### src/rtl/rfsel_pkg.sv
`timescale 1ns/1ps
package rfsel_pkg;
  localparam int EDGE_W   = 32;
  localparam int RX_EDGES = 6;
  localparam int TX_EDGES = 8;

  // Range edges in 100 kHz units, lowest edge in the least significant slot.
  localparam logic [RX_EDGES*EDGE_W-1:0] RX_EDGE_LIST =
    {32'd26000, 32'd23500, 32'd18000, 32'd12000, 32'd7000, 32'd4500};
  localparam logic [TX_EDGES*EDGE_W-1:0] TX_EDGE_LIST =
    {32'd29400, 32'd18426, 32'd11549, 32'd7238, 32'd4537, 32'd2843, 32'd1782, 32'd1177};

  typedef struct packed {
    logic [1:0] trx_sw;
    logic [1:0] rx_sw;
    logic [2:0] rx_band;
    logic [1:0] rx_band_lo;
    logic [1:0] rx_band_hi;
    logic [2:0] tx_band;
    logic [1:0] tx_en;
  } sw_word_t;
endpackage

### src/rtl/rfsel_range_idx.sv
`timescale 1ns/1ps
module rfsel_range_idx #(
  parameter int FREQ_W = 16,
  parameter int N      = 6,
  parameter logic [N*32-1:0] EDGES = '0,
  localparam int IDX_W = $clog2(N + 1)
) (
  input  logic [FREQ_W-1:0] freq,
  output logic [IDX_W-1:0]  idx
);
  logic [N-1:0] at_or_above;

  for (genvar i = 0; i < N; i++) begin : g_cmp
    assign at_or_above[i] = 32'(freq) >= EDGES[i*32 +: 32];
  end

  // Edges rise monotonically, so the count of passed edges is the range index.
  always_comb begin
    idx = '0;
    for (int i = 0; i < N; i++) idx = idx + IDX_W'(at_or_above[i]);
  end
endmodule

### src/rtl/rfsel_rx_map.sv
`timescale 1ns/1ps
module rfsel_rx_map #(
  parameter int N = 6,
  localparam int IDX_W = $clog2(N + 1)
) (
  input  logic [IDX_W-1:0] idx,
  input  logic             rx2_port,
  output logic [1:0]       rx_sw,
  output logic [2:0]       band,
  output logic [1:0]       band_lo,
  output logic [1:0]       band_hi
);
  logic bypass;
  assign bypass = idx >= IDX_W'(N);

  always_comb begin
    band    = 3'b000;
    band_lo = 2'b00;
    band_hi = 2'b00;
    case (idx)
      IDX_W'(0): begin band = 3'b101; band_lo = 2'b01; end
      IDX_W'(1): begin band = 3'b011; band_lo = 2'b11; end
      IDX_W'(2): begin band = 3'b001; band_lo = 2'b10; end
      IDX_W'(3): begin band = 3'b000; band_hi = 2'b01; end
      IDX_W'(4): begin band = 3'b010; band_hi = 2'b11; end
      IDX_W'(5): begin band = 3'b100; band_hi = 2'b10; end
      default:   ;
    endcase
    rx_sw = (bypass ^ rx2_port) ? 2'b01 : 2'b10;
  end
endmodule

### src/rtl/rfsel_tx_map.sv
`timescale 1ns/1ps
module rfsel_tx_map #(
  parameter int N = 8,
  localparam int IDX_W = $clog2(N + 1)
) (
  input  logic [IDX_W-1:0] idx,
  input  logic             active,
  output logic [2:0]       band,
  output logic [1:0]       sw,
  output logic [1:0]       en
);
  logic high;
  assign high = idx >= IDX_W'(N);

  always_comb begin
    band = high ? 3'b000 : 3'(IDX_W'(N - 1) - idx);
    sw   = high ? 2'b11 : 2'b10;
    if (!active)   en = 2'b00;
    else if (high) en = 2'b10;
    else           en = 2'b01;
  end
endmodule

### src/rtl/rf_path_select.sv
`timescale 1ns/1ps
module rf_path_select
  import rfsel_pkg::*;
#(
  parameter int FREQ_W = 16
) (
  input  logic              clk,
  input  logic              rst_n,
  input  logic              upd,
  input  logic [FREQ_W-1:0] rx_freq,
  input  logic [FREQ_W-1:0] tx_freq,
  input  logic              rx_port_rx2,
  input  logic              tx_active,
  input  logic              full_duplex,
  output logic [1:0]        trx_sw,
  output logic [1:0]        rx_sw,
  output logic [2:0]        rx_band,
  output logic [1:0]        rx_band_lo,
  output logic [1:0]        rx_band_hi,
  output logic [2:0]        tx_band,
  output logic [1:0]        tx_en
);
  localparam int RX_IDX_W = $clog2(RX_EDGES + 1);
  localparam int TX_IDX_W = $clog2(TX_EDGES + 1);

  logic [RX_IDX_W-1:0] rx_idx;
  logic [TX_IDX_W-1:0] tx_idx;
  logic [1:0]          tx_sw;
  sw_word_t            nxt, cur;

  rfsel_range_idx #(.FREQ_W(FREQ_W), .N(RX_EDGES), .EDGES(RX_EDGE_LIST))
    u_rx_idx (.freq(rx_freq), .idx(rx_idx));
  rfsel_range_idx #(.FREQ_W(FREQ_W), .N(TX_EDGES), .EDGES(TX_EDGE_LIST))
    u_tx_idx (.freq(tx_freq), .idx(tx_idx));

  rfsel_rx_map #(.N(RX_EDGES)) u_rx_map (
    .idx(rx_idx), .rx2_port(rx_port_rx2), .rx_sw(nxt.rx_sw),
    .band(nxt.rx_band), .band_lo(nxt.rx_band_lo), .band_hi(nxt.rx_band_hi));

  rfsel_tx_map #(.N(TX_EDGES)) u_tx_map (
    .idx(tx_idx), .active(tx_active), .band(nxt.tx_band), .sw(tx_sw), .en(nxt.tx_en));

  // Shared switch: receive side owns it on TRX; transmit side in RX2 full duplex.
  always_comb begin
    if (!rx_port_rx2)     nxt.trx_sw = 2'b01;
    else if (full_duplex) nxt.trx_sw = tx_sw;
    else                  nxt.trx_sw = 2'b00;
  end

  always_ff @(posedge clk or negedge rst_n) begin
    if (!rst_n)   cur <= '0;
    else if (upd) cur <= nxt;
  end

  assign trx_sw     = cur.trx_sw;
  assign rx_sw      = cur.rx_sw;
  assign rx_band    = cur.rx_band;
  assign rx_band_lo = cur.rx_band_lo;
  assign rx_band_hi = cur.rx_band_hi;
  assign tx_band    = cur.tx_band;
  assign tx_en      = cur.tx_en;
endmodule

### config.mk
export PLATFORM = sky130hd
export DESIGN_NAME = rf_path_select
export DESIGN_NICKNAME = d
export VERILOG_FILES = /design/src/rtl/rfsel_pkg.sv /design/src/rtl/rfsel_range_idx.sv /design/src/rtl/rfsel_rx_map.sv /design/src/rtl/rfsel_tx_map.sv /design/src/rtl/rf_path_select.sv
export SDC_FILE = /design/constraint.sdc
export NUM_CORES = 1
export LEC_CHECK = 0
export ABC_AREA = 1
export BUFFER_PORTS_ARGS = -buffer_cell sky130_fd_sc_hd__buf_2
export CORE_MARGIN = 2
export CORE_UTILIZATION = 46
export DETAILED_ROUTE_END_ITERATION = 10
export PLACE_DENSITY_LB_ADDON = 0.3
export SLEW_MARGIN = 15
export SYNTH_ARGS = -nofsm -noshare
export SYNTH_HDL_FRONTEND = slang
export SYNTH_SLANG_ARGS = --single-unit
### constraint.sdc
create_clock -name clk -period 0.8 [get_ports clk]
set_input_delay 0.12 -clock clk [delete_from_list [all_inputs] [get_ports clk]]
set_output_delay 0.12 -clock clk [all_outputs]
set_load 0.05 [all_outputs]
* Word level (Yosys, flattened, before mapping)
Index checks and enable logic that the tools add are counted.
** Storage, ports and cells
- Input bits :: 38
- Output and inout port bits :: 16
- Word-level logic and storage cells :: 53
- Register bits :: 16
** Cells by class
- Order comparisons :: 16
- Multiplexer cells :: 10
- Add/subtract/negate cells :: 13
- Bitwise operators :: 1
- Eq/ne operators :: 5
- Reduce and logical (&&, ||, !) cells :: 1
** Operator list (number)
- $ge A16 B15 Y1 const B :: 5
- $ge A16 B13 Y1 const B :: 4
- $ge A16 B11 Y1 const B :: 2
- $ge A16 B14 Y1 const B :: 2
- $add A4 B1 Y4 :: 6
- $ge A16 B12 Y1 const B :: 1
- $pmux W3 S5 :: 1
- $add A3 B1 Y3 :: 4
- $pmux W2 S3 :: 2
- $mux W2 :: 5
- $eq A3 B2 Y1 const B :: 2
- $eq A3 B3 Y1 const B :: 2
- $add A1 B1 Y2 :: 2
- $ge A4 B4 Y1 const B :: 1
- $eq A3 B1 Y1 const B :: 1
- $ge A3 B3 Y1 const B :: 1
- $logic_not A3 Y1 :: 1
- $mux W3 :: 1
- $sub A3 B3 Y3 const A :: 1
- $mux W1 :: 1
- $xor A1 B1 Y1 :: 1

* Depth between registers and ports, before layout
Gate-level depths: netlist of run 1.
- Word-level depth :: 12
- Gate-level depth with buffers :: 19
- Gate-level depth less buffers :: 19

* Modules after synthesis
From an unflattened synthesis of run 1, not the netlist that was laid out.
** Second synthesis, totals
- Cell total of the unflattened synthesis :: 319
- Area, all modules :: 1878.1 sq um
** Modules (own cells, without submodules)
- rfsel_range_idx (u_tx_idx) :: area an instance 646.9 sq um, cells an instance 121, sequential area each 0.0 sq um, times used 1
- rf_path_select :: area an instance 631.9 sq um, cells an instance 71, sequential area each 400.4 sq um, times used 1
- rfsel_range_idx (u_rx_idx) :: area an instance 437.9 sq um, cells an instance 92, sequential area each 0.0 sq um, times used 1
- rfsel_rx_map :: area an instance 112.6 sq um, cells an instance 24, sequential area each 0.0 sq um, times used 1
- rfsel_tx_map :: area an instance 48.8 sq um, cells an instance 11, sequential area each 0.0 sq um, times used 1

* Worst setup path after synthesis of run 1
Ideal clock, no wire load.
- Path type :: input -> register
- Start :: input port tx_freq[8]
- End :: register cur, in the netlist tx_band[1]
- Setup time :: 118 ps
- Stages :: 15
- Slack :: -2386 ps
- Path buffers :: 0
- Arrival time :: 3068 ps
- Data required time :: 682 ps
- Path through :: or2_1 -> nor2_1 -> nand2_1 -> nand2_1 -> nand2_1 -> ha_1 -> fa_1 -> inv_1 -> fa_1 -> inv_1 -> fa_1 -> inv_1 -> fa_1 -> nand3_1 -> nand2_1
** Between the ends
- Longest elaborated chain between the ends :: 10
- Elaborated cells on any way between the ends :: 18
- Classes of those cells :: 8 x add/sub; 9 x order compare; 1 x mux
** Ends and longest elaborated chain
- start, declared :: RTL line rf_path_select.sv:11 : input logic [FREQ_W-1:0] tx_freq,
- $ge A16 B11 Y1 :: RTL line rfsel_range_idx.sv:14 : assign at_or_above[i] = 32'(freq) >= EDGES[i*32 +: 32];
- $add A1 B1 Y2 :: RTL line rfsel_range_idx.sv:20 : for (int i = 0; i < N; i++) idx = idx + IDX_W'(at_or_above[i]);
- $add A4 B1 Y4 (5 in a row) :: RTL line rfsel_range_idx.sv:20
- $add A4 B1 Y4 (*) :: RTL line rfsel_range_idx.sv:20
- $ge A4 B4 Y1 / $sub A3 B3 Y3 (equally long branches) :: RTL line rfsel_tx_map.sv:13, rfsel_tx_map.sv:16
- $mux W3 (*) :: RTL line rfsel_tx_map.sv:16 : band = high ? 3'b000 : 3'(IDX_W'(N - 1) - idx);
- end signal, assigned :: RTL line rf_path_select.sv:52 : else if (upd) cur <= nxt;
- end, declared :: RTL line rf_path_select.sv:29 : sw_word_t nxt, cur;
Every way passes the cells marked *; elsewhere a longest branch is shown, timed or not.
A chain may end at the register's enable or synchronous reset.

* Worst setup path after layout of run 1
- Start :: input port tx_freq[14]
- End :: register cur, in the netlist tx_band[1]
Same word-level chain as after synthesis.

==> results of run 1 <==
## through the flow
stage	TNS, ns	instances	utilization	total power (uW)
floorplan	-27.84	265	-	2430
global placement	-31.13	412	0.707	3130
detailed placement	-32.01	412	0.707	3180
CTS	-29.64	431	0.803	4180
global route	-32.28	443	0.853	4930
finish	-30.41	443	0.853	4700
## cells in the mapped netlist (3+ instances only)
master	n	area (sq um)
ha_1	4	50.1
a31oi_1	5	31.3
o21a_1	3	22.5
nor2_1	39	146
fa_1	7	140
nand2_1	75	282
o21ai_0	12	60.1
nand4_1	4	25.0
nand3_1	19	95.1
a21oi_1	11	55.1
inv_1	33	124
nor3_1	14	70.1
dfrtp_1	16	400
## state kept, by name (all words and copies together), names as in the netlist
name        count
rx_band         3
rx_band_lo      2
rx_sw           2
rx_band_hi      2
tx_en           2
tx_band         3
trx_sw          2
## layer usage
metal  global-route usage  routed length [um]
met5                    0                   0
met4               0.0319                 129
met3               0.0158                 290
met2                0.499                3040
met1                0.298                2320
## final cells by class
cell class / count / area [sq um] / area share
multi-input cells: 208 / 1240 / 0.427
repair buffers: 133 / 1050 / 0.359
flip-flops and latches: 16 / 402 / 0.138
inverters: 36 / 138 / 0.0472
well taps: 46 / 57.6 / 0.0198
clock buffers: 4 / 26.3 / 0.00902
## worst paths after layout
check | start | end | slack (ns) | cells past startpoint
worst min-delay path | tx_active | tx_en[0] | 0.11 | 3
max in group asynchronous | rst_n | trx_sw[1] | 0.25 | 2
worst max register to register | rx_band[2] | rx_band[2] | -0.22 | 4
worst min register to register | tx_band[1] | tx_band[1] | 0.56 | 2
worst max-delay path | tx_freq[14] | tx_band[1] | -1.97 | 15
min in group asynchronous | rst_n | trx_sw[0] | 0.27 | 2
## power breakdown
group	switching [uW]	leakage [uW]	total, uW	internal [uW]
Combinational	1690	0.00126	3080	1390
Sequential	162	0.000198	1150	986
Clock	278	0.0000150	473	195
Total	2130	0.00147	4700	2570
## kinds of logic (layout without fill, tap and decap cells)
family / count (synthesis) / after routing
compound gates: 36 / 36
xor+xnor: 1 / 1
fa+ha+maj: 11 / 11
buf+inv: 41 / 173
flops: 16 / 16
simple gates: 160 / 160
## worst min-delay path: stages
cell and delay [ns]:
buf_2 0.11, nand2_1 0.09, o21ai_2 0.07
## what timing repair did
action / in CTS / in global routing
hold buffers: 1 / 0
buffers inserted: 14 / 13
gates resized for setup: 61 / 22
hold endpoints to repair: 16 / 0
setup endpoints to repair: 31 / 32
pin swaps: 18 / 16
==> run summary, run 1 <==
outcome: complete, but fails checks
failing checks: negative setup slack
CTS tree: built
CP max FO: 4
final wirelength: 5.78 mm
worst slack at placement: -2.30 ns
CP Capture Type: flop
most frequent cells in the layout: 75 x buf_4, 69 x nand2_1, 37 x nor2_1
Area Growth Syn to Fin: 75.1%
share of cells above drive strength 1: 0.458
WS Path Type: in -> reg
vias: 2,246
die width: 64.1 um
row count: 21
Placer Congestion: 0.865
Unique masters post-synth: 28
Max clock buf depth: 2
Mapped Area: 1660 sq um
vias in the first global route: 2,026
CP max-delay cell: fa_1
pin count of the biggest net entering global routing: 17
final hold vios: 0
syn avg cell area: 6.28 sq um
Synth warnings: 0
Post-synth EDFFs: 0
Synth Instances: 265
Placed Area: 2410 sq um
worst setup margin: -1.97 ns
Slowest Stage Delay on Critical Path: 0.52 ns
First-pass DRT Iterations: 4
critical path arrival: 2.97 ns
critical path required time: 1.00 ns
Fill cells: 221
Num CTS Buffers: 3
NumNets Final: 447
worst skew pair latency: 0.30 ns
asr flop ratio synth: 1.00
clock slew at reported path FFs: 0.10 ns
Total GRT Usage: 0.251
fin area: 2910 sq um
vias per inst: 5.07
pwr dens: 1610 nW/um^2
unrepaired setup endpoints after global routing: yes
Initial DRC Count: 148
max-cap violations: 0
Simple-Gate Fraction of Synth Area: 0.415
Synth Area in XOR/XNOR: 0.00526
setup violators final: 32
CP delay by family, top: adder cells
Max Slew Vio Count: 0
overflow left after global routing: 0
commonest non-fill, non-tap cell in the layout: buf_4
synthesis-stage register bit count: 16
worst hold path type: in -> reg
ANT cells: 0
Max VDD drop: 0.676 mV
Post-Synth Adder-Cell Area: 0.114
num ports: 54
Tightest Pin Transition: 0.361 ns
Wirelength per Cell: 13.0 um
Core Footprint: 3420 sq um
global-route wire length before repair: 8.39 mm
Initial Util: 0.487
Slew HR: 0.759
post-synthesis compound-gate area fraction: 0.126
ys flop type: dfrtp_1
Fmax achieved: 361 MHz
CTS sink cnt: 16
die height: 64.1 um
die area: 4110 sq um
initial antenna violation count: 0
DP Wirelength: 3.70 mm
Worst Skew: 0 ns
Post-Syn Nets: 314
Lkg Pwr: 0.00147 uW
Final min period: 2.77 ns
Antenna Nets Post-Route: 0
# DRC: 0
Worst setup SP type: input port
crit share post-route: 3.46
WP buf/inv: 4
Seq/Total Area, Yosys: 0.241
Min Hold Slack: 0.112 ns
largest family of logic cells by synthesized area: simple AND/OR/NAND/NOR gates
crit path cell chain: buf_2 -> nor2_4 -> nand2_2 -> nor2_2 -> nand3_2 -> ha_4 -> fa_1 -> inv_2 -> fa_1 -> inv_2 -> fa_2 -> inv_2 -> fa_1 -> nand3_1 -> nand2_1
Port Buf Inserts: 51
deepest level of the CTS H-tree: 1
mux contribution to synthesized area: 0
CTS root buf: clkbuf_4
Power figures use the tool's default switching activity.
==> inputs of run 2 (changes only) <==
--- a/config.mk
+++ b/config.mk
@@ -10,6 +10,7 @@
 export CORE_MARGIN = 2
 export CORE_UTILIZATION = 46
 export DETAILED_ROUTE_END_ITERATION = 10
+export GPL_TIMING_DRIVEN = 0
 export PLACE_DENSITY_LB_ADDON = 0.3
 export SLEW_MARGIN = 15
 export SYNTH_ARGS = -nofsm -noshare
==> run 2 against run 1 <==
Register-to-register slack gained 0.08 ns. Clock skew unchanged. Clock power decreased by 6.6%. The run still ends with negative setup slack left. Fmax shrank 1.0%. Via count is 8.7% lower. Highest routed layer unchanged. First-iteration DRC count decreased by 39%. Global-route usage is 2.1 points lower. Cell area decreased by 9.9%. Worst setup slack got worse by 0.029 ns.
==> run summary, run 2 (same netlist as run 1, synthesis figures left out) <==
outcome: complete, but fails checks
failing checks: negative setup slack
initial antenna violation count: 0 (unchanged)
Wirelength per Cell: 12.3 um (-6.0%)
vias per inst: 5.15 (+1.6%)
share of cells above drive strength 1: 0.426 (-0.0323)
pin count of the biggest net entering global routing: 17 (unchanged)
clock slew at reported path FFs: 0.09 ns (about the same)
num ports: 54 (unchanged)
Fin Setup TNS: -30.15 ns (+0.256 ns)
critical path arrival: 2.98 ns (about the same)
Fmax achieved: 357 MHz (-1.0%)
Total GRT Usage: 0.230 (-0.0208)
die height: 64.1 um (unchanged)
row count: 21 (unchanged)
final wirelength: 4.88 mm (-16%)
max-cap violations: 0 (unchanged)
Fill cells: 259 (+17%)
First-pass DRT Iterations: 6 (+2)
CTS root buf: clkbuf_4
worst skew pair latency: 0.28 ns (-0.02 ns)
CP delay by family, top: adder cells
pwr dens: 1650 nW/um^2 (+2.4%)
CP max-delay cell: fa_1
critical path's most frequent cell: nand2_1
vias in the first global route: 1,872 (-7.6%)
Worst setup SP type: input port
unrepaired setup endpoints after global routing: yes
DR WL met3: 242 um (-17%)
worst slack at placement: -2.35 ns (-0.0501 ns)
Lkg Pwr: 0.00127 uW (-14%)
ANT cells: 0 (unchanged)
Core Footprint: 3420 sq um (unchanged)
DR WL met2: 2.61 mm (-14%)
Initial Util: 0.487 (unchanged)
met1 wire length: 1.97 mm (-15%)
# DRC: 0 (unchanged)
Initial DRC Count: 91 (-39%)
Max Slew Vio Count: 0 (unchanged)
CTS tree: built
Antenna Nets Post-Route: 0 (unchanged)
critical path required time: 0.99 ns (about the same)
Placer Congestion: 0.848 (-2.0%)
deepest level of the CTS H-tree: 1 (unchanged)
fin area: 2630 sq um (-9.9%)
crit path cell chain: buf_6 -> or2_4 -> nor2_2 -> nand2_1 -> nand2_1 -> nand2_2 -> ha_4 -> fa_1 -> inv_2 -> fa_1 -> inv_1 -> fa_2 -> inv_2 -> fa_2 -> nand3_1 -> nand2_1
overflow left after global routing: 0 (unchanged)
commonest non-fill, non-tap cell in the layout: nand2_1
Worst Skew: 0 ns (unchanged)
worst setup margin: -2.00 ns (-0.0285 ns)
Slowest Stage Delay on Critical Path: 0.49 ns (-0.03 ns)
Num CTS Buffers: 3 (unchanged)
die width: 64.1 um (unchanged)
Slew HR: 0.763 (+0.00364)
final hold vios: 0 (unchanged)
WS Path Type: in -> reg
most frequent cells in the layout: 68 x nand2_1, 37 x buf_4, 32 x nor2_1
Port Buf Inserts: 48 (-5.9%)
CTS sink cnt: 16 (unchanged)
Area Growth Syn to Fin: 57.8%
CP Capture Type: flop
CP max FO: 4 (unchanged)
WP buf/inv: 4 (unchanged)
Power, Total: 4340 uW (-7.7%)
Placed Area: 2010 sq um (-17%)
global-route wire length before repair: 7.76 mm (-7.5%)
die area: 4110 sq um (unchanged)
max layer used: met4
setup violators final: 32 (unchanged)
vias: 2,051 (-8.7%)
Max clock buf depth: 2 (unchanged)
Max VDD drop: 0.626 mV (-7.4%)
Final min period: 2.80 ns (+0.0285 ns)
NumNets Final: 402 (-10%)
crit share post-route: 3.50 (+0.0356)
worst hold path type: in -> reg
DP Wirelength: 3.14 mm (-15%)
Tightest Pin Transition: 0.356 ns (-0.00545 ns)
-- run 2: per-stage QoR --
stage,hold slack (ns),std cells,utilization
6_report,0.102,398,0.769
5_1_grt,0.116,398,0.769
4_1_cts,0.0759,388,0.719
3_5_place_dp,0.0471,359,0.589
3_3_place_gp,0.0392,359,0.589
2_1_floorplan,-0.176,265,-
-- run 2: per-layer routing --
metal | GRT usage | up-vias
li1 | - | 1027
met1 | 0.284 | 941
met2 | 0.428 | 75
met3 | 0.0229 | 8
met4 | 0.0505 | 0
met5 | 0 | -
-- run 2: power by group --
group | internal (uW) | switching, uW
sequential | 986 | 137
clock | 194 | 249
combinational | 1190 | 1580
-- run 2: timing repair --
action,4_1_cts,5_1_grt
setup buffers,24,10
endpoints found under the setup margin,31,32
resized for setup,74,32
hold buffers,1,0
pin swaps,20,17
endpoints found under the hold margin,16,0
-- run 2: final cells by class --
type	count	area, sq um	area share
Inverter	36	145	0.0553
Buffer	5	47.5	0.0181
Clock buffer	4	26.3	0.0100
Tap cell	46	57.6	0.0219
Timing Repair Buffer	83	677	0.258
Sequential cell	16	402	0.153
Multi-Input combinational cell	208	1270	0.484
-- run 2: worst min-delay path, delay by kind of cell --
| kind | cells | cell delay [ns] |
|---|---|---|
| AOI/OAI and AO/OA | 1 | 0.06 |
| buffers and inverters | 1 | 0.11 |
| and+or+nand+nor | 1 | 0.06 |
-- run 2: path summary, 6_finish.rpt --
check | slack [ns] | from | cells past startpoint | end
max reg2reg | -0.14 | rx_band_hi[1] | 4 | rx_band_hi[1]
min | 0.10 | full_duplex | 3 | trx_sw[0]
min in group asynchronous | 0.26 | rst_n | 2 | tx_en[1]
min reg2reg | 0.52 | rx_band_lo[0] | 2 | rx_band_lo[0]
max in group asynchronous | 0.26 | rst_n | 2 | trx_sw[1]
max | -2.00 | tx_freq[9] | 16 | tx_band[1]
